**src/rtl/amute_pkg.sv**
```systemverilog
package amute_pkg;

  // Level class of a single received sample.
  typedef enum logic [1:0] {
    SMP_MIXED = 2'd0,
    SMP_ZEROS = 2'd1,
    SMP_ONES  = 2'd2
  } smp_class_e;

  localparam int NUM_CH = 2;
  localparam int CH_LEFT = 0;
  localparam int CH_RIGHT = 1;

  function automatic logic is_static(input smp_class_e c);
    return c != SMP_MIXED;
  endfunction

endpackage

```
**src/rtl/amute_level_classify.sv**
```systemverilog
module amute_level_classify
  import amute_pkg::*;
#(
  parameter int SAMPLE_W = 24
) (
  input  logic [SAMPLE_W-1:0] sample,
  output smp_class_e          cls
);

  logic all_ones;
  logic all_zeros;

  assign all_ones  = &sample;
  assign all_zeros = ~|sample;

  always_comb begin
    if (all_zeros)     cls = SMP_ZEROS;
    else if (all_ones) cls = SMP_ONES;
    else               cls = SMP_MIXED;
  end

endmodule

```
**src/rtl/amute_run_tracker.sv**
```systemverilog
module amute_run_tracker #(
  parameter int RUN_LEN = 8192,
  localparam int CNT_W = $clog2(RUN_LEN + 1)
) (
  input  logic             clk,
  input  logic             rst_n,
  input  logic             enable,
  input  logic             frame_stb,
  input  logic             frame_static,
  output logic [CNT_W-1:0] run_cnt,
  output logic             auto_mute
);

  localparam logic [CNT_W-1:0] LIMIT = CNT_W'(RUN_LEN);
  localparam logic [CNT_W-1:0] LAST  = CNT_W'(RUN_LEN - 1);

  logic at_limit;
  logic reach;

  assign at_limit = (run_cnt == LIMIT);
  assign reach    = (run_cnt >= LAST);

  always_ff @(posedge clk or negedge rst_n) begin
    if (!rst_n) begin
      run_cnt   <= '0;
      auto_mute <= 1'b0;
    end else if (!enable) begin
      run_cnt   <= '0;
      auto_mute <= 1'b0;
    end else if (frame_stb) begin
      if (frame_static) begin
        if (!at_limit) run_cnt <= run_cnt + 1'b1;
        if (reach)     auto_mute <= 1'b1;
      end else begin
        run_cnt   <= '0;
        auto_mute <= 1'b0;
      end
    end
  end

endmodule

```
**src/rtl/amute_mute_merge.sv**
```systemverilog
module amute_mute_merge #(
  parameter int NCH = 2
) (
  input  logic           auto_mute,
  input  logic [NCH-1:0] manual_n,
  output logic [NCH-1:0] mute
);

  for (genvar ch = 0; ch < NCH; ch++) begin : g_ch
    assign mute[ch] = auto_mute | ~manual_n[ch];
  end

endmodule

```
**src/rtl/stereo_automute.sv**
```systemverilog
module stereo_automute
  import amute_pkg::*;
#(
  parameter int SAMPLE_W = 24,
  parameter int RUN_LEN  = 8192,
  localparam int CNT_W = $clog2(RUN_LEN + 1)
) (
  input  logic                clk,
  input  logic                rst_n,
  input  logic                smp_valid,
  output logic                smp_ready,
  input  logic [SAMPLE_W-1:0] smp_left,
  input  logic [SAMPLE_W-1:0] smp_right,
  input  logic                auto_en_n,
  input  logic                mute_left_n,
  input  logic                mute_right_n,
  output logic                mute_left,
  output logic                mute_right
);

  logic [NUM_CH-1:0][SAMPLE_W-1:0] ch_sample;
  smp_class_e                      ch_cls [NUM_CH];
  logic [NUM_CH-1:0]               ch_static;
  logic [NUM_CH-1:0]               manual_n;
  logic [NUM_CH-1:0]               ch_mute;
  logic                            accept;
  logic                            frame_static;
  logic [CNT_W-1:0]                run_cnt;
  logic                            auto_mute_q;

  assign smp_ready = 1'b1;
  assign accept    = smp_valid & smp_ready;

  assign ch_sample[CH_LEFT]  = smp_left;
  assign ch_sample[CH_RIGHT] = smp_right;
  assign manual_n[CH_LEFT]   = mute_left_n;
  assign manual_n[CH_RIGHT]  = mute_right_n;

  for (genvar ch = 0; ch < NUM_CH; ch++) begin : g_cls
    amute_level_classify #(.SAMPLE_W(SAMPLE_W)) cls_i (
      .sample (ch_sample[ch]),
      .cls    (ch_cls[ch])
    );
    assign ch_static[ch] = is_static(ch_cls[ch]);
  end

  assign frame_static = &ch_static;

  amute_run_tracker #(.RUN_LEN(RUN_LEN)) run_i (
    .clk          (clk),
    .rst_n        (rst_n),
    .enable       (~auto_en_n),
    .frame_stb    (accept),
    .frame_static (frame_static),
    .run_cnt      (run_cnt),
    .auto_mute    (auto_mute_q)
  );

  amute_mute_merge #(.NCH(NUM_CH)) merge_i (
    .auto_mute (auto_mute_q),
    .manual_n  (manual_n),
    .mute      (ch_mute)
  );

  assign mute_left  = ch_mute[CH_LEFT];
  assign mute_right = ch_mute[CH_RIGHT];

endmodule

```
**config.mk**
```make
export PLATFORM = sky130hd
export DESIGN_NAME = stereo_automute
export DESIGN_NICKNAME = d
export VERILOG_FILES = /design/src/rtl/amute_pkg.sv /design/src/rtl/amute_level_classify.sv /design/src/rtl/amute_run_tracker.sv /design/src/rtl/amute_mute_merge.sv /design/src/rtl/stereo_automute.sv
export SDC_FILE = /design/constraint.sdc
export NUM_CORES = 1
export LEC_CHECK = 0
export ABC_AREA = 1
export BUFFER_PORTS_ARGS = -buffer_cell sky130_fd_sc_hd__buf_2
export CAP_MARGIN = 0
export CELL_PAD_IN_SITES_DETAIL_PLACEMENT = 1
export CELL_PAD_IN_SITES_GLOBAL_PLACEMENT = 1
export CORE_ASPECT_RATIO = 0.8
export CORE_MARGIN = 5
export CORE_UTILIZATION = 32
export DETAILED_ROUTE_END_ITERATION = 8
export PLACE_DENSITY = 0.81
export SLEW_MARGIN = 20
export SYNTH_ARGS = -nofsm -noshare
export SYNTH_HDL_FRONTEND = slang
export SYNTH_HIERARCHICAL = 1
export SYNTH_SLANG_ARGS = --single-unit
```
**constraint.sdc**
```tcl
create_clock -name clk -period 1.54 [get_ports clk]
set_input_delay 0.154 -clock clk [delete_from_list [all_inputs] [get_ports clk]]
set_output_delay 0.154 -clock clk [all_outputs]
set_load 0.005 [all_outputs]
```
* After elaboration in Yosys (flattened, before gate mapping)
Cells that the tools add are included.
** Storage, ports and cells
- Register bits :: 15
- Logic and storage cells :: 33
- Input port bits :: 54
- Output and inout bits :: 3
** Operators by class
- Equal/unequal tests :: 3
- Magnitude comparators :: 1
- Reduce and logical (&&, ||, !) cells :: 10
- Multiplexer cells :: 12
- Bitwise logic cells :: 4
- Add/subtract/negate cells :: 1
** Operator list (count)
- 14-bit 2-to-1 mux :: 4
- 24-bit AND reduction :: 2
- 24-bit OR reduction :: 2
- 14-bit by 1-bit adder with 14-bit output, second input constant :: 1
- 14-bit equality test, second input constant :: 1
- 14-bit by 13-bit >= comparator with 1-bit output, second input constant :: 1
- 2-bit 2-to-1 mux :: 4
- 2-bit AND reduction :: 3
- 2-bit nonzero test :: 3
- 1-bit 2-to-1 mux :: 4
- 3-bit by 2-bit != test with 1-bit output, second input constant :: 1
- 3-bit != test, second input constant :: 1
- 1-bit inverter :: 2
- 1-bit bitwise OR :: 2

* Depth between registers and ports, before layout
Gate-level depths: netlist of the first run.
- Depth in word-level cells :: 8
- Gate-level depth with buffers :: 17
- Gate-level depth less buffers :: 17

* By module
Netlist of the first run, hierarchy kept.
** Modules (own cells, without submodules)
- amute_run_tracker :: times used 1, cells an instance 148, area an instance 1027.2 µm², seq. area each 375.4 µm²
- amute_level_classify :: times used 2, cells an instance 47, area an instance 188.9 µm², seq. area each 0.0 µm²
- stereo_automute :: times used 1, cells an instance 6, area an instance 26.3 µm², seq. area each 0.0 µm²
- amute_mute_merge :: times used 1, cells an instance 3, area an instance 11.3 µm², seq. area each 0.0 µm²

* Worst setup path before layout of the first run
No wires, ideal clock.
- Path type :: input to register
- Start :: input port smp_left[19]
- End :: register run_i.run_cnt[5]
- Required time :: 1414 ps
- Stages on the path :: 15
- Setup slack :: -76 ps
- Path buffers :: 1
- Data arrival time :: 1490 ps
- Library setup time :: 126 ps
- Path through :: nor2_1 > nand2_1 > nor2_1 > nand2_1 > nor2_2 > nor2_1 > nor2_1 > nand2_2 > inv_2 > nand2_2 > nor2_4 > nand2_4 > nand2_4 > buf_8 > o21ai_0
** RTL lines
- start: declaration :: line stereo_automute.sv:12 : input logic [SAMPLE_W-1:0] smp_left,
- end signal: assignment :: line amute_run_tracker.sv:32 : if (!at_limit) run_cnt <= run_cnt + 1'b1;
- end: declaration :: line amute_run_tracker.sv:10 : output logic [CNT_W-1:0] run_cnt,

==> results of run 1 <==
==> metal layers <==
| metal | up-vias | track usage | wire length, µm | part of all wire |
|---|---|---|---|---|
| li1 | 909 | - | - | - |
| met1 | 829 | 0.201 | 2360 | 0.46 |
| met2 | 23 | 0.265 | 2570 | 0.50 |
| met3 | 5 | 0.0353 | 111 | 0.022 |
| met4 | 0 | 0.0387 | 48 | 0.0094 |
| met5 | - | 0 | 0 | 0 |
==> metrics by stage <==
step                      hold WS (ns)  area [µm²]  TNS (ns)  total power, mW  worst slack [ns]
after CTS                        0.297        1890         0            0.919            0.0157
after floorplan                 -0.142        1450         0            0.468           0.00473
after global placement          0.0892        1820     -1.36            0.562            -0.153
final                            0.296        2110   -0.0650            0.948           -0.0173
after detailed placement        0.0924        1820     -2.64            0.570            -0.268
after global routing             0.318        2110     -2.11            0.995            -0.173
==> where the power goes <==
group	leakage [nW]	switching, mW	total (mW)	internal (mW)
sequential	0.210	0.000000000000000915	0.394	0.394
combinational	0.852	0.107	0.215	0.109
clock	0.0255	0.158	0.338	0.180
total	1.09	0.265	0.948	0.682
==> layout make-up <==
cell class,instances,area (µm²)
clock buffer,3,41.3
sequential,15,375
timing repair buffer,67,459
fill,604,2170
inverter,41,156
clock inverter,1,5.00
tap,57,71.3
multi-input combinational,193,1010
==> layout by cell type, fill, tap and decap left out, types with 5 or more instances in the layout <==
master                    synthesis  layout
sky130_fd_sc_hd__nor2_4           1       6
sky130_fd_sc_hd__buf_6            1      15
sky130_fd_sc_hd__dfrtp_1         15      15
sky130_fd_sc_hd__nor2_2           5      11
sky130_fd_sc_hd__nand4_1         15      15
sky130_fd_sc_hd__buf_4            1       6
sky130_fd_sc_hd__o21ai_1          2       5
sky130_fd_sc_hd__nand2_2          3       7
sky130_fd_sc_hd__nor2_1          60      49
sky130_fd_sc_hd__nand3_1         14      11
sky130_fd_sc_hd__nand2_1         72      67
sky130_fd_sc_hd__inv_1           39      38
sky130_fd_sc_hd__buf_2            0      44
==> cell usage after synthesis <==
cell type                  count
sky130_fd_sc_hd__o21bai_1      1
sky130_fd_sc_hd__o21ai_0       6
sky130_fd_sc_hd__nor3_1        1
sky130_fd_sc_hd__buf_8         1
sky130_fd_sc_hd__inv_1        39
sky130_fd_sc_hd__inv_2         2
sky130_fd_sc_hd__buf_6         1
sky130_fd_sc_hd__o21ai_1       2
sky130_fd_sc_hd__nand2_1      72
sky130_fd_sc_hd__nand3_1      14
sky130_fd_sc_hd__buf_4         1
sky130_fd_sc_hd__nand4_1      15
sky130_fd_sc_hd__a21boi_2      1
sky130_fd_sc_hd__xor2_1        1
sky130_fd_sc_hd__nand2_4       2
sky130_fd_sc_hd__conb_1        1
sky130_fd_sc_hd__a21oi_1       2
sky130_fd_sc_hd__nor2_2        5
sky130_fd_sc_hd__a21oi_2       2
sky130_fd_sc_hd__ha_1          2
sky130_fd_sc_hd__nor3b_1       1
sky130_fd_sc_hd__nand2_2       3
sky130_fd_sc_hd__dfrtp_1      15
sky130_fd_sc_hd__nor2_4        1
sky130_fd_sc_hd__nor2_1       60
==> flip-flops by register name, indices dropped and copies added, names as in the netlist <==
name / cells
run_i/auto_mute: 1
run_i/run_cnt: 14
==> repair_timing <==
action | CTS | global route
resized for setup | 2 | 52
endpoints found under the hold margin | 15 | 0
setup endpoints to repair | 8 | 14
hold buffers | 1 | 0
cloned | 0 | 1
pin swaps | 1 | 20
setup buffers | 0 | 3
==> cells by family (layout without fill, tap and decap cells) <==
| family | count (synthesis) | count (layout) |
|---|---|---|
| and+or+nand+nor | 174 | 175 |
| other | 1 | 1 |
| buffers and inverters | 44 | 112 |
| AOI/OAI and AO/OA | 14 | 14 |
| adders and majority gates | 2 | 2 |
| DFF | 15 | 15 |
| xor gates and xnor gates | 1 | 1 |
==> final timing paths <==
kind,startpoint,endpoint,slack [ns],depth (start not counted)
worst max-delay path,smp_right[14],run_i/run_cnt[1],-0.02,17
worst min-delay path,auto_en_n,run_i/run_cnt[6],0.30,4
worst max register to register,run_i/run_cnt[0],run_i/run_cnt[1],0.01,9
worst min register to register,run_i/auto_mute,run_i/auto_mute,0.53,2
max in group asynchronous,rst_n,run_i/run_cnt[7],0.94,2
min in group asynchronous,rst_n,run_i/run_cnt[1],0.33,2
==> tightest hold or removal path, stage by stage <==
cell,delay [ns]
sky130_fd_sc_hd__buf_2,0.07
sky130_fd_sc_hd__inv_1,0.10
sky130_fd_sc_hd__nand4_1,0.12
sky130_fd_sc_hd__o21ai_1,0.06
==> report_table.html, run 1 <==
<table>
<tr><th>Metric</th><th>Value</th></tr>
<tr><th colspan="2">Routing</th></tr>
<tr><td>Residual DRC count</td><td>0</td></tr>
<tr><td>Drt first-iter violations</td><td>57</td></tr>
<tr><td>Antenna viol nets, final</td><td>0</td></tr>
<tr><td>Router iterations before antenna repair</td><td>4</td></tr>
<tr><td>Vias</td><td>1766</td></tr>
<tr><td>Total detailed-routing wirelength</td><td>5.09 mm</td></tr>
<tr><td>Via-to-Cell Ratio</td><td>4.68</td></tr>
<tr><td>Wire length per cell</td><td>13.5 µm</td></tr>
<tr><th colspan="2">Worst setup path</th></tr>
<tr><td>Crit path buf inv count</td><td>3</td></tr>
<tr><td>Critical Path Start Type</td><td>primary input</td></tr>
<tr><td>Critical path type</td><td>in -&gt; reg</td></tr>
<tr><td>Max FO, Critical Path</td><td>8</td></tr>
<tr><td>Cells traversed along the worst timing path</td><td>buf_8 &gt; nor2_4 &gt; nand2_2 &gt; nor2_1 &gt; nand2_1 &gt; nor2_2 &gt; nor2_2 &gt; nor2_2 &gt; nand2_2 &gt; inv_2 &gt; nand2_2 &gt; nor2_4 &gt; nand2_4 &gt; nand2_8 &gt; inv_4 &gt; nand3_1 &gt; o21ai_1</td></tr>
<tr><td>Cell family with most CP delay</td><td>simple AND/OR/NAND/NOR gates</td></tr>
<tr><td>Largest stage delay, worst path</td><td>0.14 ns</td></tr>
<tr><td>Arrival time at the worst endpoint</td><td>1.71 ns</td></tr>
<tr><td>Setup crit end kind</td><td>flop</td></tr>
<tr><td>Worst endpoint required time</td><td>1.69 ns</td></tr>
<tr><td>Critical Path Slowest Stage Cell</td><td>sky130_fd_sc_hd__nor2_4</td></tr>
<tr><th colspan="2">Global route</th></tr>
<tr><td>Initial antenna violation count</td><td>0</td></tr>
<tr><td>Wire length of the first global-routing pass</td><td>7.67 mm</td></tr>
<tr><td>Overall fraction of global-route tracks in use</td><td>0.157</td></tr>
<tr><td>Via count of the first global-routing pass</td><td>1771</td></tr>
<tr><td>Overall overflow remaining after global route</td><td>0</td></tr>
<tr><td>Pin count of the biggest net entering global routing</td><td>16</td></tr>
<tr><th colspan="2">Yosys</th></tr>
<tr><td>Simple-Gate Fraction of Synth Area</td><td>0.524</td></tr>
<tr><td>Synthesized-area fraction occupied by ao, oa, aoi and oai cells</td><td>0.0598</td></tr>
<tr><td>Gate Count Post-Synth</td><td>251</td></tr>
<tr><td>Synthesized flop and latch total</td><td>15</td></tr>
<tr><td>Synth Area in Adders</td><td>0.0173</td></tr>
<tr><td>Ranking of synthesized cells by area</td><td>sky130_fd_sc_hd__dfrtp_1, sky130_fd_sc_hd__nand2_1, sky130_fd_sc_hd__nor2_1</td></tr>
<tr><td>Largest family of logic cells by synthesized area</td><td>simple AND/OR/NAND/NOR gates</td></tr>
<tr><td>Fraction of synthesized cell area in xor and xnor cells</td><td>0.00607</td></tr>
<tr><td>Mux contribution to synthesized area</td><td>0</td></tr>
<tr><td>Share of synthesized area occupied by flip-flops and latches</td><td>0.260</td></tr>
<tr><td>Biggest area consumer among synthesized cells</td><td>sky130_fd_sc_hd__dfrtp_1</td></tr>
<tr><td>Post-synth net total</td><td>307</td></tr>
<tr><td>Netlist Area Pre-Place</td><td>1440 µm²</td></tr>
<tr><td>Area share of the largest cell type after synthesis</td><td>0.260</td></tr>
<tr><td>Ys Warns</td><td>6</td></tr>
<tr><td>Post-synthesis cell type count</td><td>25</td></tr>
<tr><td>Per-instance average area after synthesis</td><td>5.75 µm²</td></tr>
<tr><th colspan="2">Run status</th></tr>
<tr><td>Run status</td><td>finished with violations</td></tr>
<tr><td>Violations in the final reports</td><td>setup timing</td></tr>
<tr><th colspan="2">Clock network</th></tr>
<tr><td>Later-pin clock latency in the skew report</td><td>0.26 ns</td></tr>
<tr><td>Clock edge transition at the registers on the reported setup and hold paths</td><td>0.07 ns</td></tr>
<tr><td>CTS HTree Levels</td><td>1</td></tr>
<tr><td>Max Buffers Root-to-Sink</td><td>2</td></tr>
<tr><td>Clock tree from TritonCTS</td><td>built</td></tr>
<tr><td>Number of sinks handled by clock tree synthesis</td><td>15</td></tr>
<tr><td>Clock buffers created by TritonCTS</td><td>3</td></tr>
<tr><td>Library cell used as clock root buffer</td><td>sky130_fd_sc_hd__clkbuf_8</td></tr>
<tr><th colspan="2">Timing</th></tr>
<tr><td>Ratio of final minimum period to clock period</td><td>1.01</td></tr>
<tr><td>Clock period minus final worst setup slack</td><td>1.56 ns</td></tr>
<tr><td>Layout Skew</td><td>0.00804 ns</td></tr>
<tr><td>Setup repair after global routing missed its margin</td><td>yes</td></tr>
<tr><td>Final Slew Violations</td><td>0</td></tr>
<tr><td>Maximum clock frequency</td><td>642 MHz</td></tr>
<tr><td>Final number of hold-violating endpoints</td><td>0</td></tr>
<tr><td>Number of setup violations in the final report</td><td>7</td></tr>
<tr><td>Post-layout worst setup margin</td><td>-0.0173 ns</td></tr>
<tr><th colspan="2">Place</th></tr>
<tr><td>Estimated wirelength of the detail-placed design</td><td>3.90 mm</td></tr>
<tr><td>Number of placed cells counting well taps</td><td>368</td></tr>
<tr><td>Number of port buffers</td><td>55</td></tr>
<tr><td>Gp weighted congestion</td><td>0.891</td></tr>
<tr><th colspan="2">Finish</th></tr>
<tr><td>Synthesis-to-layout area growth</td><td>46.6%</td></tr>
<tr><td>Net count of the finished layout</td><td>377</td></tr>
<tr><td>Utilization of the core after routing</td><td>0.494</td></tr>
<tr><td>Antenna diode count</td><td>0</td></tr>
<tr><td>Non-Filler Instances</td><td>377</td></tr>
<tr><td>Layout cell share with drive strength beyond 1</td><td>0.347</td></tr>
<tr><th colspan="2">Floorplan</th></tr>
<tr><td>Die height</td><td>70.1 µm</td></tr>
<tr><td>Die area</td><td>5960 µm²</td></tr>
<tr><td>Floorplan core area</td><td>4280 µm²</td></tr>
<tr><td>IO Count</td><td>57</td></tr>
<tr><td>Floorplan die width</td><td>85.1 µm</td></tr>
<tr><td>Number of rows in the core area</td><td>21</td></tr>
<tr><td>Initial Utilization</td><td>0.337</td></tr>
<tr><th colspan="2">Power and ir drop</th></tr>
<tr><td>PwrDens</td><td>448 nW/µm²</td></tr>
<tr><td>Largest vdd supply drop</td><td>0.000267 V</td></tr>
<tr><td>P_leak</td><td>1.09 nW</td></tr>
<tr><th colspan="2">Flow run</th></tr>
<tr><td>Reported max-cap violation count</td><td>0</td></tr>
<tr><th colspan="2">Worst hold path</th></tr>
<tr><td>Min-Delay Path Class</td><td>in -&gt; reg</td></tr>
</table>
No activity file was read; power rests on OpenSTA's default activity.
==> run 2, diff against run 1 <==
--- a/config.mk
+++ b/config.mk
@@ -7,16 +7,17 @@
 export LEC_CHECK = 0
 export ABC_AREA = 1
 export BUFFER_PORTS_ARGS = -buffer_cell sky130_fd_sc_hd__buf_2
-export CAP_MARGIN = 0
+export CAP_MARGIN = 40
 export CELL_PAD_IN_SITES_DETAIL_PLACEMENT = 1
 export CELL_PAD_IN_SITES_GLOBAL_PLACEMENT = 1
 export CORE_ASPECT_RATIO = 0.8
 export CORE_MARGIN = 5
-export CORE_UTILIZATION = 32
+export CORE_UTILIZATION = 29
 export DETAILED_ROUTE_END_ITERATION = 8
-export PLACE_DENSITY = 0.81
+export PLACE_DENSITY = 0.77
 export SLEW_MARGIN = 20
 export SYNTH_ARGS = -nofsm -noshare
 export SYNTH_HDL_FRONTEND = slang
 export SYNTH_HIERARCHICAL = 1
 export SYNTH_SLANG_ARGS = --single-unit
+export TNS_END_PERCENT = 5
==> constraint.sdc (replaced) <==
create_clock -name clk -period 1.4 [get_ports clk]
set_input_delay 0.14 -clock clk [delete_from_list [all_inputs] [get_ports clk]]
set_output_delay 0.14 -clock clk [all_outputs]
set_load 0.005 [all_outputs]
==> report_table.html, run 2 (same netlist as run 1, synthesis figures left out) <==
<table>
<tr><th>Metric</th><th>Value</th></tr>
<tr><th colspan="2">Global route</th></tr>
<tr><td>Overall overflow remaining after global route</td><td>0 (unchanged)</td></tr>
<tr><td>Overall fraction of global-route tracks in use</td><td>0.151 (-0.00590)</td></tr>
<tr><td>Initial antenna violation count</td><td>0 (unchanged)</td></tr>
<tr><td>Pin count of the biggest net entering global routing</td><td>16 (unchanged)</td></tr>
<tr><td>Wire length of the first global-routing pass</td><td>7.87 mm (+2.6%)</td></tr>
<tr><td>Via count of the first global-routing pass</td><td>1807 (+2.0%)</td></tr>
<tr><th colspan="2">Place</th></tr>
<tr><td>Estimated wirelength of the detail-placed design</td><td>3.97 mm (+2.0%)</td></tr>
<tr><td>Post-Place Cell Area</td><td>1910 µm² (+5.2%)</td></tr>
<tr><td>Number of port buffers</td><td>55 (unchanged)</td></tr>
<tr><td>Gp weighted congestion</td><td>0.810 (-9.0%)</td></tr>
<tr><th colspan="2">Worst setup path</th></tr>
<tr><td>Arrival time at the worst endpoint</td><td>1.69 ns (-0.02 ns)</td></tr>
<tr><td>Startpoint of the most critical register-to-register path</td><td>run_i/run_cnt[0]</td></tr>
<tr><td>Critical Path Start Type</td><td>flop</td></tr>
<tr><td>Setup crit end kind</td><td>flop</td></tr>
<tr><td>Worst endpoint required time</td><td>1.58 ns (-0.11 ns)</td></tr>
<tr><td>R2r setup slk</td><td>-0.11 ns (-0.12 ns)</td></tr>
<tr><td>Critical path type</td><td>reg -&gt; reg</td></tr>
<tr><td>Max FO, Critical Path</td><td>6 (-2)</td></tr>
<tr><td>R2r endpoint</td><td>run_i/run_cnt[13]</td></tr>
<tr><td>Worst-case reg-to-reg path depth</td><td>9 (unchanged)</td></tr>
<tr><th colspan="2">Clock network</th></tr>
<tr><td>Clock buffers created by TritonCTS</td><td>3 (unchanged)</td></tr>
<tr><td>Number of sinks handled by clock tree synthesis</td><td>15 (unchanged)</td></tr>
<tr><td>Library cell used as clock root buffer</td><td>sky130_fd_sc_hd__clkbuf_8</td></tr>
<tr><td>Later-pin clock latency in the skew report</td><td>0.26 ns (about the same)</td></tr>
<tr><td>Clock edge transition at the registers on the reported setup and hold paths</td><td>0.07 ns (about the same)</td></tr>
<tr><td>CTS HTree Levels</td><td>1 (unchanged)</td></tr>
<tr><td>Clock tree from TritonCTS</td><td>built</td></tr>
<tr><td>Max Buffers Root-to-Sink</td><td>2 (unchanged)</td></tr>
<tr><th colspan="2">Power and ir drop</th></tr>
<tr><td>Internal</td><td>745 µW (+9.2%)</td></tr>
<tr><td>Total net switching power</td><td>284 µW (+7.0%)</td></tr>
<tr><td>PwrDens</td><td>476 nW/µm² (+6.1%)</td></tr>
<tr><td>Proportion of power drawn by combinational gates</td><td>0.218 (-0.009)</td></tr>
<tr><td>Sequential cell fraction of total power</td><td>0.421 (+0.005)</td></tr>
<tr><td>P_leak</td><td>1.10 nW (+1.2%)</td></tr>
<tr><td>Power share of the clock group</td><td>0.361 (+0.004)</td></tr>
<tr><td>Largest vdd supply drop</td><td>0.000432 V (+62%)</td></tr>
<tr><td>Switching share of total power</td><td>0.276 (-0.00420)</td></tr>
<tr><th colspan="2">Timing</th></tr>
<tr><td>Ratio of final minimum period to clock period</td><td>1.08</td></tr>
<tr><td>Number of setup violations in the final report</td><td>13 (+6)</td></tr>
<tr><td>Final Slew Violations</td><td>0 (unchanged)</td></tr>
<tr><td>Final number of hold-violating endpoints</td><td>0 (unchanged)</td></tr>
<tr><td>Setup repair after global routing missed its margin</td><td>yes</td></tr>
<tr><td>Worst hold margin</td><td>0.334 ns (+0.0388 ns)</td></tr>
<tr><td>Layout Skew</td><td>0.00960 ns (+0.00156 ns)</td></tr>
<tr><td>Post-layout worst setup margin</td><td>-0.114 ns (-0.0969 ns)</td></tr>
<tr><td>Clock period minus final worst setup slack</td><td>1.51 ns</td></tr>
<tr><td>Total negative setup slack</td><td>-0.825 ns (-0.760 ns)</td></tr>
<tr><td>Maximum clock frequency</td><td>660 MHz</td></tr>
<tr><th colspan="2">Routing</th></tr>
<tr><td>Router iterations before antenna repair</td><td>4 (unchanged)</td></tr>
<tr><td>Antenna viol nets, final</td><td>0 (unchanged)</td></tr>
<tr><td>Vias</td><td>1764 (-0.11%)</td></tr>
<tr><td>Total detailed-routing wirelength</td><td>4.87 mm (-4.4%)</td></tr>
<tr><td>Wire length per cell</td><td>12.5 µm (-7.6%)</td></tr>
<tr><td>Via-to-Cell Ratio</td><td>4.52 (-3.4%)</td></tr>
<tr><td>Residual DRC count</td><td>0 (unchanged)</td></tr>
<tr><td>Drt first-iter violations</td><td>54 (-5.3%)</td></tr>
<tr><th colspan="2">Floorplan</th></tr>
<tr><td>Floorplan die width</td><td>88.9 µm (+4.4%)</td></tr>
<tr><td>Die area</td><td>6490 µm² (+9.0%)</td></tr>
<tr><td>Initial Utilization</td><td>0.293 (-0.0437)</td></tr>
<tr><td>Die height</td><td>73.1 µm (+4.3%)</td></tr>
<tr><td>IO Count</td><td>57 (unchanged)</td></tr>
<tr><td>Number of rows in the core area</td><td>23 (+9.5%)</td></tr>
<tr><td>Floorplan core area</td><td>4920 µm² (+15%)</td></tr>
<tr><th colspan="2">Finish</th></tr>
<tr><td>Utilization of the core after routing</td><td>0.440 (-0.0541)</td></tr>
<tr><td>Total non-filler cell area in the finished layout</td><td>2160 µm² (+2.3%)</td></tr>
<tr><td>Top library cells by usage in the layout, fill and taps aside</td><td>sky130_fd_sc_hd__nand2_1, sky130_fd_sc_hd__nor2_1, sky130_fd_sc_hd__buf_2</td></tr>
<tr><td>Antenna diode count</td><td>0 (unchanged)</td></tr>
<tr><td>Synthesis-to-layout area growth</td><td>50.0%</td></tr>
<tr><td>Leading cell type in the layout, fill and taps excluded</td><td>sky130_fd_sc_hd__nand2_1</td></tr>
<tr><td>Biggest register</td><td>run_i/run_cnt</td></tr>
<tr><td>Layout cell share with drive strength beyond 1</td><td>0.363 (+0.0159)</td></tr>
<tr><td>Flip-flop count of the largest register after layout</td><td>14 (unchanged)</td></tr>
<tr><td>Regs by FF count</td><td>run_i/run_cnt x14, run_i/auto_mute x1</td></tr>
<tr><td>Net count of the finished layout</td><td>385 (+2.1%)</td></tr>
<tr><th colspan="2">Worst hold path</th></tr>
<tr><td>Min-Delay Path Class</td><td>in -&gt; async</td></tr>
<tr><th colspan="2">Run status</th></tr>
<tr><td>Violations in the final reports</td><td>setup timing</td></tr>
<tr><td>Run status</td><td>finished with violations</td></tr>
<tr><th colspan="2">Flow run</th></tr>
<tr><td>Reported max-cap violation count</td><td>0 (unchanged)</td></tr>
</table>
## run 2: cell count changes in the layout (fill, tap and decap cells not counted), sizes merged
cell,change
buf,+9
nand2,-1
## run 2: power by group through the flow
stage	clock [mW]	combinational, mW	sequential (mW)
final	0.372	0.224	0.433
after CTS	0.373	0.194	0.433
after detailed placement	0	0.189	0.441
after global placement	0	0.182	0.441
after global routing	0.399	0.250	0.433
after floorplan	0	0.0731	0.442
## run 2: worst max-delay path, stage by stage (launching register included)
cell and delay (ns):
sky130_fd_sc_hd__dfrtp_1 0.39, sky130_fd_sc_hd__inv_1 0.09, sky130_fd_sc_hd__ha_1 0.19, sky130_fd_sc_hd__nand3_2 0.11, sky130_fd_sc_hd__nor2_4 0.16, sky130_fd_sc_hd__nand2_4 0.11, sky130_fd_sc_hd__buf_6 0.13, sky130_fd_sc_hd__nand4_1 0.07
sky130_fd_sc_hd__nand2_1 0.06, sky130_fd_sc_hd__nor2_1 0.12
## run 2: worst max path at each step
stage                startpoint           endpoint  depth (start not counted)
5_1_grt            smp_left[11]  run_i/run_cnt[13]                         17
6_report       run_i/run_cnt[0]  run_i/run_cnt[13]                          9
2_1_floorplan      smp_left[19]   run_i/run_cnt[5]                         15
3_5_place_dp       smp_left[23]   run_i/run_cnt[0]                         17
3_3_place_gp       smp_left[19]  run_i/run_cnt[12]                         17
4_1_cts        run_i/run_cnt[0]  run_i/run_cnt[13]                          9
## run 2: what timing repair did
action                     4_1_cts  5_1_grt
hold buffers                     1        0
pin swaps                        3       23
buffers inserted                 0        2
resized for setup                6       40
hold endpoints to repair        15        0
setup endpoints to repair       14       15
## run 2: metal layers
metal,GRT usage,share of wire
met4,0.0218,0.0068
met3,0.0282,0.034
met2,0.267,0.51
met5,0,0
met1,0.194,0.45
## run 2: final cells by class
class,count,area [µm²]
clock buffers,3,41.3
clock inverters,1,5.00
fillers,682,2760
inverters,41,159
multi-input cells,192,992
flip-flops and latches,15,377
well taps,62,77.6
repair buffers,76,512
## run 2: through the flow
| step | instances | power, mW | worst slack, ns |
|---|---|---|---|
| 6_report | 390 | 1.03 | -0.114 |
| 5_1_grt | 390 | 1.08 | -0.244 |
| 4_1_cts | 388 | 1.00 | -0.100 |
| 3_5_place_dp | 383 | 0.630 | -0.397 |
| 3_3_place_gp | 383 | 0.624 | -0.267 |
| 2_1_floorplan | 251 | 0.515 | -0.121 |
==> run 3, diff against run 2 <==
--- a/config.mk
+++ b/config.mk
@@ -14,10 +14,9 @@
 export CORE_MARGIN = 5
 export CORE_UTILIZATION = 29
 export DETAILED_ROUTE_END_ITERATION = 8
-export PLACE_DENSITY = 0.77
+export PLACE_DENSITY = 0.76
 export SLEW_MARGIN = 20
 export SYNTH_ARGS = -nofsm -noshare
 export SYNTH_HDL_FRONTEND = slang
-export SYNTH_HIERARCHICAL = 1
 export SYNTH_SLANG_ARGS = --single-unit
 export TNS_END_PERCENT = 5
==> report_table.html, run 3 <==
<table>
<tr><th>Metric</th><th>Value</th></tr>
<tr><th colspan="2">Run status</th></tr>
<tr><td>Run status</td><td>finished with violations</td></tr>
<tr><td>Violations in the final reports</td><td>setup timing</td></tr>
<tr><th colspan="2">Routing</th></tr>
<tr><td>Met3 layer wire length in the routed design</td><td>175 µm (+4.8%)</td></tr>
<tr><td>WL met1</td><td>2.26 mm (+2.3%)</td></tr>
<tr><td>Vias</td><td>1805 (+2.3%)</td></tr>
<tr><td>Router iterations before antenna repair</td><td>4 (unchanged)</td></tr>
<tr><td>Via-to-Cell Ratio</td><td>4.63 (+2.3%)</td></tr>
<tr><td>Drt first-iter violations</td><td>44 (-19%)</td></tr>
<tr><td>Antenna viol nets, final</td><td>0 (unchanged)</td></tr>
<tr><td>Wire length per cell</td><td>12.8 µm (+2.2%)</td></tr>
<tr><td>Top routing layer in use</td><td>met4</td></tr>
<tr><td>Residual DRC count</td><td>0 (unchanged)</td></tr>
<tr><td>Met2 routed wirelength</td><td>2.53 mm (+2.6%)</td></tr>
<tr><td>Total detailed-routing wirelength</td><td>4.98 mm (+2.2%)</td></tr>
<tr><th colspan="2">Worst setup path</th></tr>
<tr><td>Worst endpoint required time</td><td>1.59 ns (about the same)</td></tr>
<tr><td>R2r endpoint</td><td>run_i.run_cnt[7]</td></tr>
<tr><td>Startpoint of the most critical register-to-register path</td><td>run_i.run_cnt[0]</td></tr>
<tr><td>Worst-case reg-to-reg path depth</td><td>9 (unchanged)</td></tr>
<tr><td>R2r setup slk</td><td>-0.11 ns (about the same)</td></tr>
<tr><td>Max FO, Critical Path</td><td>7 (+1)</td></tr>
<tr><td>Arrival time at the worst endpoint</td><td>1.70 ns (about the same)</td></tr>
<tr><td>Critical Path Start Type</td><td>flop</td></tr>
<tr><td>Critical path type</td><td>reg -&gt; reg</td></tr>
<tr><td>Setup crit end kind</td><td>flop</td></tr>
<tr><th colspan="2">Finish</th></tr>
<tr><td>Top library cells by usage in the layout, fill and taps aside</td><td>sky130_fd_sc_hd__nand2_1, sky130_fd_sc_hd__nor2_1, sky130_fd_sc_hd__buf_2</td></tr>
<tr><td>Biggest register</td><td>run_i.run_cnt</td></tr>
<tr><td>Sequential standard cell area</td><td>379 µm² (+0.66%)</td></tr>
<tr><td>Flip-flop count of the largest register after layout</td><td>14 (unchanged)</td></tr>
<tr><td>Leading cell type in the layout, fill and taps excluded</td><td>sky130_fd_sc_hd__nand2_1</td></tr>
<tr><td>Synthesis-to-layout area growth</td><td>43.6%</td></tr>
<tr><td>Number of filler cells placed in the layout</td><td>697 (+2.2%)</td></tr>
<tr><td>Multi-input gate area</td><td>1060 µm² (+6.9%)</td></tr>
<tr><td>Non-Filler Instances</td><td>390 (unchanged)</td></tr>
<tr><td>Antenna diode count</td><td>0 (unchanged)</td></tr>
<tr><td>Regs by FF count</td><td>run_i.run_cnt x14, run_i.auto_mute x1</td></tr>
<tr><td>Layout cell share with drive strength beyond 1</td><td>0.351 (-0.0122)</td></tr>
<tr><td>Net count of the finished layout</td><td>385 (unchanged)</td></tr>
<tr><th colspan="2">Power and ir drop</th></tr>
<tr><td>Total net switching power</td><td>261 µW (-8.1%)</td></tr>
<tr><td>Power share of the clock group</td><td>0.364 (+0.003)</td></tr>
<tr><td>PwrDens</td><td>460 nW/µm² (-3.2%)</td></tr>
<tr><td>Sequential cell fraction of total power</td><td>0.439 (+0.018)</td></tr>
<tr><td>Internal</td><td>728 µW (-2.4%)</td></tr>
<tr><td>Total Power</td><td>988 µW (-3.9%)</td></tr>
<tr><td>Largest vdd supply drop</td><td>0.000347 V (-20%)</td></tr>
<tr><td>Proportion of power drawn by combinational gates</td><td>0.197 (-0.021)</td></tr>
<tr><td>Switching share of total power</td><td>0.264 (-0.0119)</td></tr>
<tr><td>P_leak</td><td>1.11 nW (+0.86%)</td></tr>
<tr><th colspan="2">Yosys</th></tr>
<tr><td>Area share of the largest cell type after synthesis</td><td>0.251 (-0.00914)</td></tr>
<tr><td>Synthesized flop and latch total</td><td>15 (unchanged)</td></tr>
<tr><td>Share of synthesized area occupied by flip-flops and latches</td><td>0.251 (-0.00914)</td></tr>
<tr><td>Ys Warns</td><td>0 (-6)</td></tr>
<tr><td>Netlist Area Pre-Place</td><td>1500 µm² (+3.6%)</td></tr>
<tr><td>Gate Count Post-Synth</td><td>248 (-1.2%)</td></tr>
<tr><td>Number of flops mapped to enable cells by yosys</td><td>0 (unchanged)</td></tr>
<tr><td>Post-synthesis cell type count</td><td>25 (unchanged)</td></tr>
<tr><td>Biggest area consumer among synthesized cells</td><td>sky130_fd_sc_hd__dfrtp_1</td></tr>
<tr><td>Post-synth net total</td><td>304 (-0.98%)</td></tr>
<tr><td>Top-count cell post-synth</td><td>sky130_fd_sc_hd__nand2_1</td></tr>
<tr><td>Ranking of synthesized cells by area</td><td>sky130_fd_sc_hd__dfrtp_1, sky130_fd_sc_hd__nand2_1, sky130_fd_sc_hd__nor2_1</td></tr>
<tr><td>Async set-or-reset flop fraction in the synthesized netlist</td><td>1.00 (unchanged)</td></tr>
<tr><td>List of most frequent post-synthesis cells</td><td>sky130_fd_sc_hd__nand2_1, sky130_fd_sc_hd__nor2_1, sky130_fd_sc_hd__nand3_1</td></tr>
<tr><td>Dominant register cell in the synthesized netlist</td><td>sky130_fd_sc_hd__dfrtp_1</td></tr>
<tr><td>Per-instance average area after synthesis</td><td>6.03 µm² (+4.9%)</td></tr>
<tr><th colspan="2">Floorplan</th></tr>
<tr><td>Floorplan core area</td><td>5010 µm² (+1.8%)</td></tr>
<tr><td>Die height</td><td>74.2 µm (+1.6%)</td></tr>
<tr><td>Floorplan die width</td><td>90.3 µm (+1.6%)</td></tr>
<tr><td>Number of rows in the core area</td><td>23 (unchanged)</td></tr>
<tr><td>Die area</td><td>6700 µm² (+3.2%)</td></tr>
<tr><td>IO Count</td><td>57 (unchanged)</td></tr>
<tr><td>Initial Utilization</td><td>0.299 (+0.00544)</td></tr>
<tr><th colspan="2">Clock network</th></tr>
<tr><td>Later-pin clock latency in the skew report</td><td>0.25 ns (about the same)</td></tr>
<tr><td>Number of sinks handled by clock tree synthesis</td><td>15 (unchanged)</td></tr>
<tr><td>CTS HTree Levels</td><td>1 (unchanged)</td></tr>
<tr><td>Clock buffers created by TritonCTS</td><td>3 (unchanged)</td></tr>
<tr><td>Clock tree from TritonCTS</td><td>built</td></tr>
<tr><td>Library cell used as clock root buffer</td><td>sky130_fd_sc_hd__clkbuf_8</td></tr>
<tr><td>Clock edge transition at the registers on the reported setup and hold paths</td><td>0.06 ns (about the same)</td></tr>
<tr><td>Max Buffers Root-to-Sink</td><td>2 (unchanged)</td></tr>
<tr><th colspan="2">Place</th></tr>
<tr><td>Estimated wirelength of the detail-placed design</td><td>4.08 mm (+2.7%)</td></tr>
<tr><td>Number of placed cells counting well taps</td><td>380 (-0.78%)</td></tr>
<tr><td>Gp weighted congestion</td><td>0.743 (-8.3%)</td></tr>
<tr><td>Number of port buffers</td><td>55 (unchanged)</td></tr>
<tr><th colspan="2">Timing</th></tr>
<tr><td>Clock period minus final worst setup slack</td><td>1.51 ns (-0.000813 ns)</td></tr>
<tr><td>Maximum clock frequency</td><td>661 MHz (about the same)</td></tr>
<tr><td>Number of setup violations in the final report</td><td>15 (+2)</td></tr>
<tr><td>Setup repair after global routing missed its margin</td><td>yes</td></tr>
<tr><td>Worst hold margin</td><td>0.305 ns (-0.0290 ns)</td></tr>
<tr><td>Ratio of final minimum period to clock period</td><td>1.08 (about the same)</td></tr>
<tr><td>Final number of hold-violating endpoints</td><td>0 (unchanged)</td></tr>
<tr><td>Layout Skew</td><td>0.00248 ns (-0.00712 ns)</td></tr>
<tr><td>Post-layout worst setup margin</td><td>-0.113 ns (+0.000813 ns)</td></tr>
<tr><td>Final Slew Violations</td><td>0 (unchanged)</td></tr>
<tr><th colspan="2">Worst hold path</th></tr>
<tr><td>Start point of the worst hold path</td><td>auto_en_n</td></tr>
<tr><td>End point of the most critical hold path</td><td>run_i.run_cnt[6]</td></tr>
<tr><td>Cell count of the worst hold path</td><td>5</td></tr>
<tr><td>Min-Delay Path Class</td><td>in -&gt; reg</td></tr>
<tr><th colspan="2">Global route</th></tr>
<tr><td>Pin count of the biggest net entering global routing</td><td>16 (unchanged)</td></tr>
<tr><td>Initial antenna violation count</td><td>0 (unchanged)</td></tr>
<tr><td>Via count of the first global-routing pass</td><td>1892 (+4.7%)</td></tr>
<tr><td>Overall overflow remaining after global route</td><td>0 (unchanged)</td></tr>
<tr><td>Overall fraction of global-route tracks in use</td><td>0.152 (+0.000992)</td></tr>
<tr><td>Wire length of the first global-routing pass</td><td>8.49 mm (+7.9%)</td></tr>
<tr><th colspan="2">Flow run</th></tr>
<tr><td>Reported max-cap violation count</td><td>0 (unchanged)</td></tr>
</table>
run 3: repair_timing:
item | 4_1_cts | 5_1_grt
resized for setup | 17 | 8
cloned | 0 | 1
endpoints found under the setup margin | 15 | 15
hold buffers | 1 | 0
hold endpoints to repair | 15 | 0
pin swaps | 14 | 6
buffers inserted | 2 | 2
run 3: critical path, stage by stage, from the launching register on:
cell	delay, ns
sky130_fd_sc_hd__dfrtp_2	0.44
sky130_fd_sc_hd__inv_2	0.09
sky130_fd_sc_hd__ha_4	0.13
sky130_fd_sc_hd__nand3_2	0.07
sky130_fd_sc_hd__nor2_2	0.08
sky130_fd_sc_hd__nand4_1	0.16
sky130_fd_sc_hd__nand2_4	0.18
sky130_fd_sc_hd__buf_12	0.14
sky130_fd_sc_hd__nand3_1	0.08
sky130_fd_sc_hd__nand2_1	0.08
run 3: routing by layer:
metal / track usage / vias to the layer above
met5: 0 / -
met1: 0.182 / 840
met3: 0.0283 / 2
li1: - / 932
met4: 0.0149 / 0
met2: 0.295 / 31
run 3: logic make-up after synthesis:
family                     share of synthesized area
and+or+nand+nor                                0.568
buffers and inverters                         0.0971
DFF                                            0.251
xor gates and xnor gates                      0.0527
AOI/OAI and AO/OA                             0.0117
adders and majority gates                     0.0167
other                                        0.00251
run 3: power groups by stage:
| stage | clock network [mW] | logic, mW | registers, mW |
|---|---|---|---|
| 3_3_place_gp | 0 | 0.184 | 0.441 |
| 6_report | 0.360 | 0.195 | 0.433 |
| 3_5_place_dp | 0 | 0.191 | 0.441 |
| 5_1_grt | 0.402 | 0.218 | 0.433 |
| 2_1_floorplan | 0 | 0.0732 | 0.442 |
| 4_1_cts | 0.377 | 0.196 | 0.433 |
run 3: metrics by stage:
stage	setup TNS [ns]	util	worst slack [ns]	cell area (µm²)
floorplan	0	-	0.0326	1500
global placement	-0.940	0.393	-0.0776	1970
detailed placement	-2.22	0.393	-0.172	1970
CTS	-1.14	0.421	-0.0866	2110
global route	-2.64	0.429	-0.210	2150
finish	-1.32	0.429	-0.113	2150
run 3: area by class of cell:
type / instances / share of cell area
well taps: 62 / 0.0361
multi-input cells: 205 / 0.494
repair buffers: 80 / 0.230
flip-flops and latches: 15 / 0.177
inverters: 24 / 0.0420
clock buffers: 4 / 0.0210
run 3: worst max path at each step:
stage	start	end	slack, ns	depth (start not counted)
2_1_floorplan	run_i.run_cnt[0]	run_i.run_cnt[9]	0.03	9
3_3_place_gp	run_i.run_cnt[0]	run_i.run_cnt[1]	-0.08	9
3_5_place_dp	run_i.run_cnt[0]	run_i.run_cnt[9]	-0.17	9
4_1_cts	run_i.run_cnt[1]	run_i.run_cnt[6]	-0.09	11
5_1_grt	run_i.run_cnt[0]	run_i.run_cnt[7]	-0.21	9
6_report	run_i.run_cnt[0]	run_i.run_cnt[7]	-0.11	9
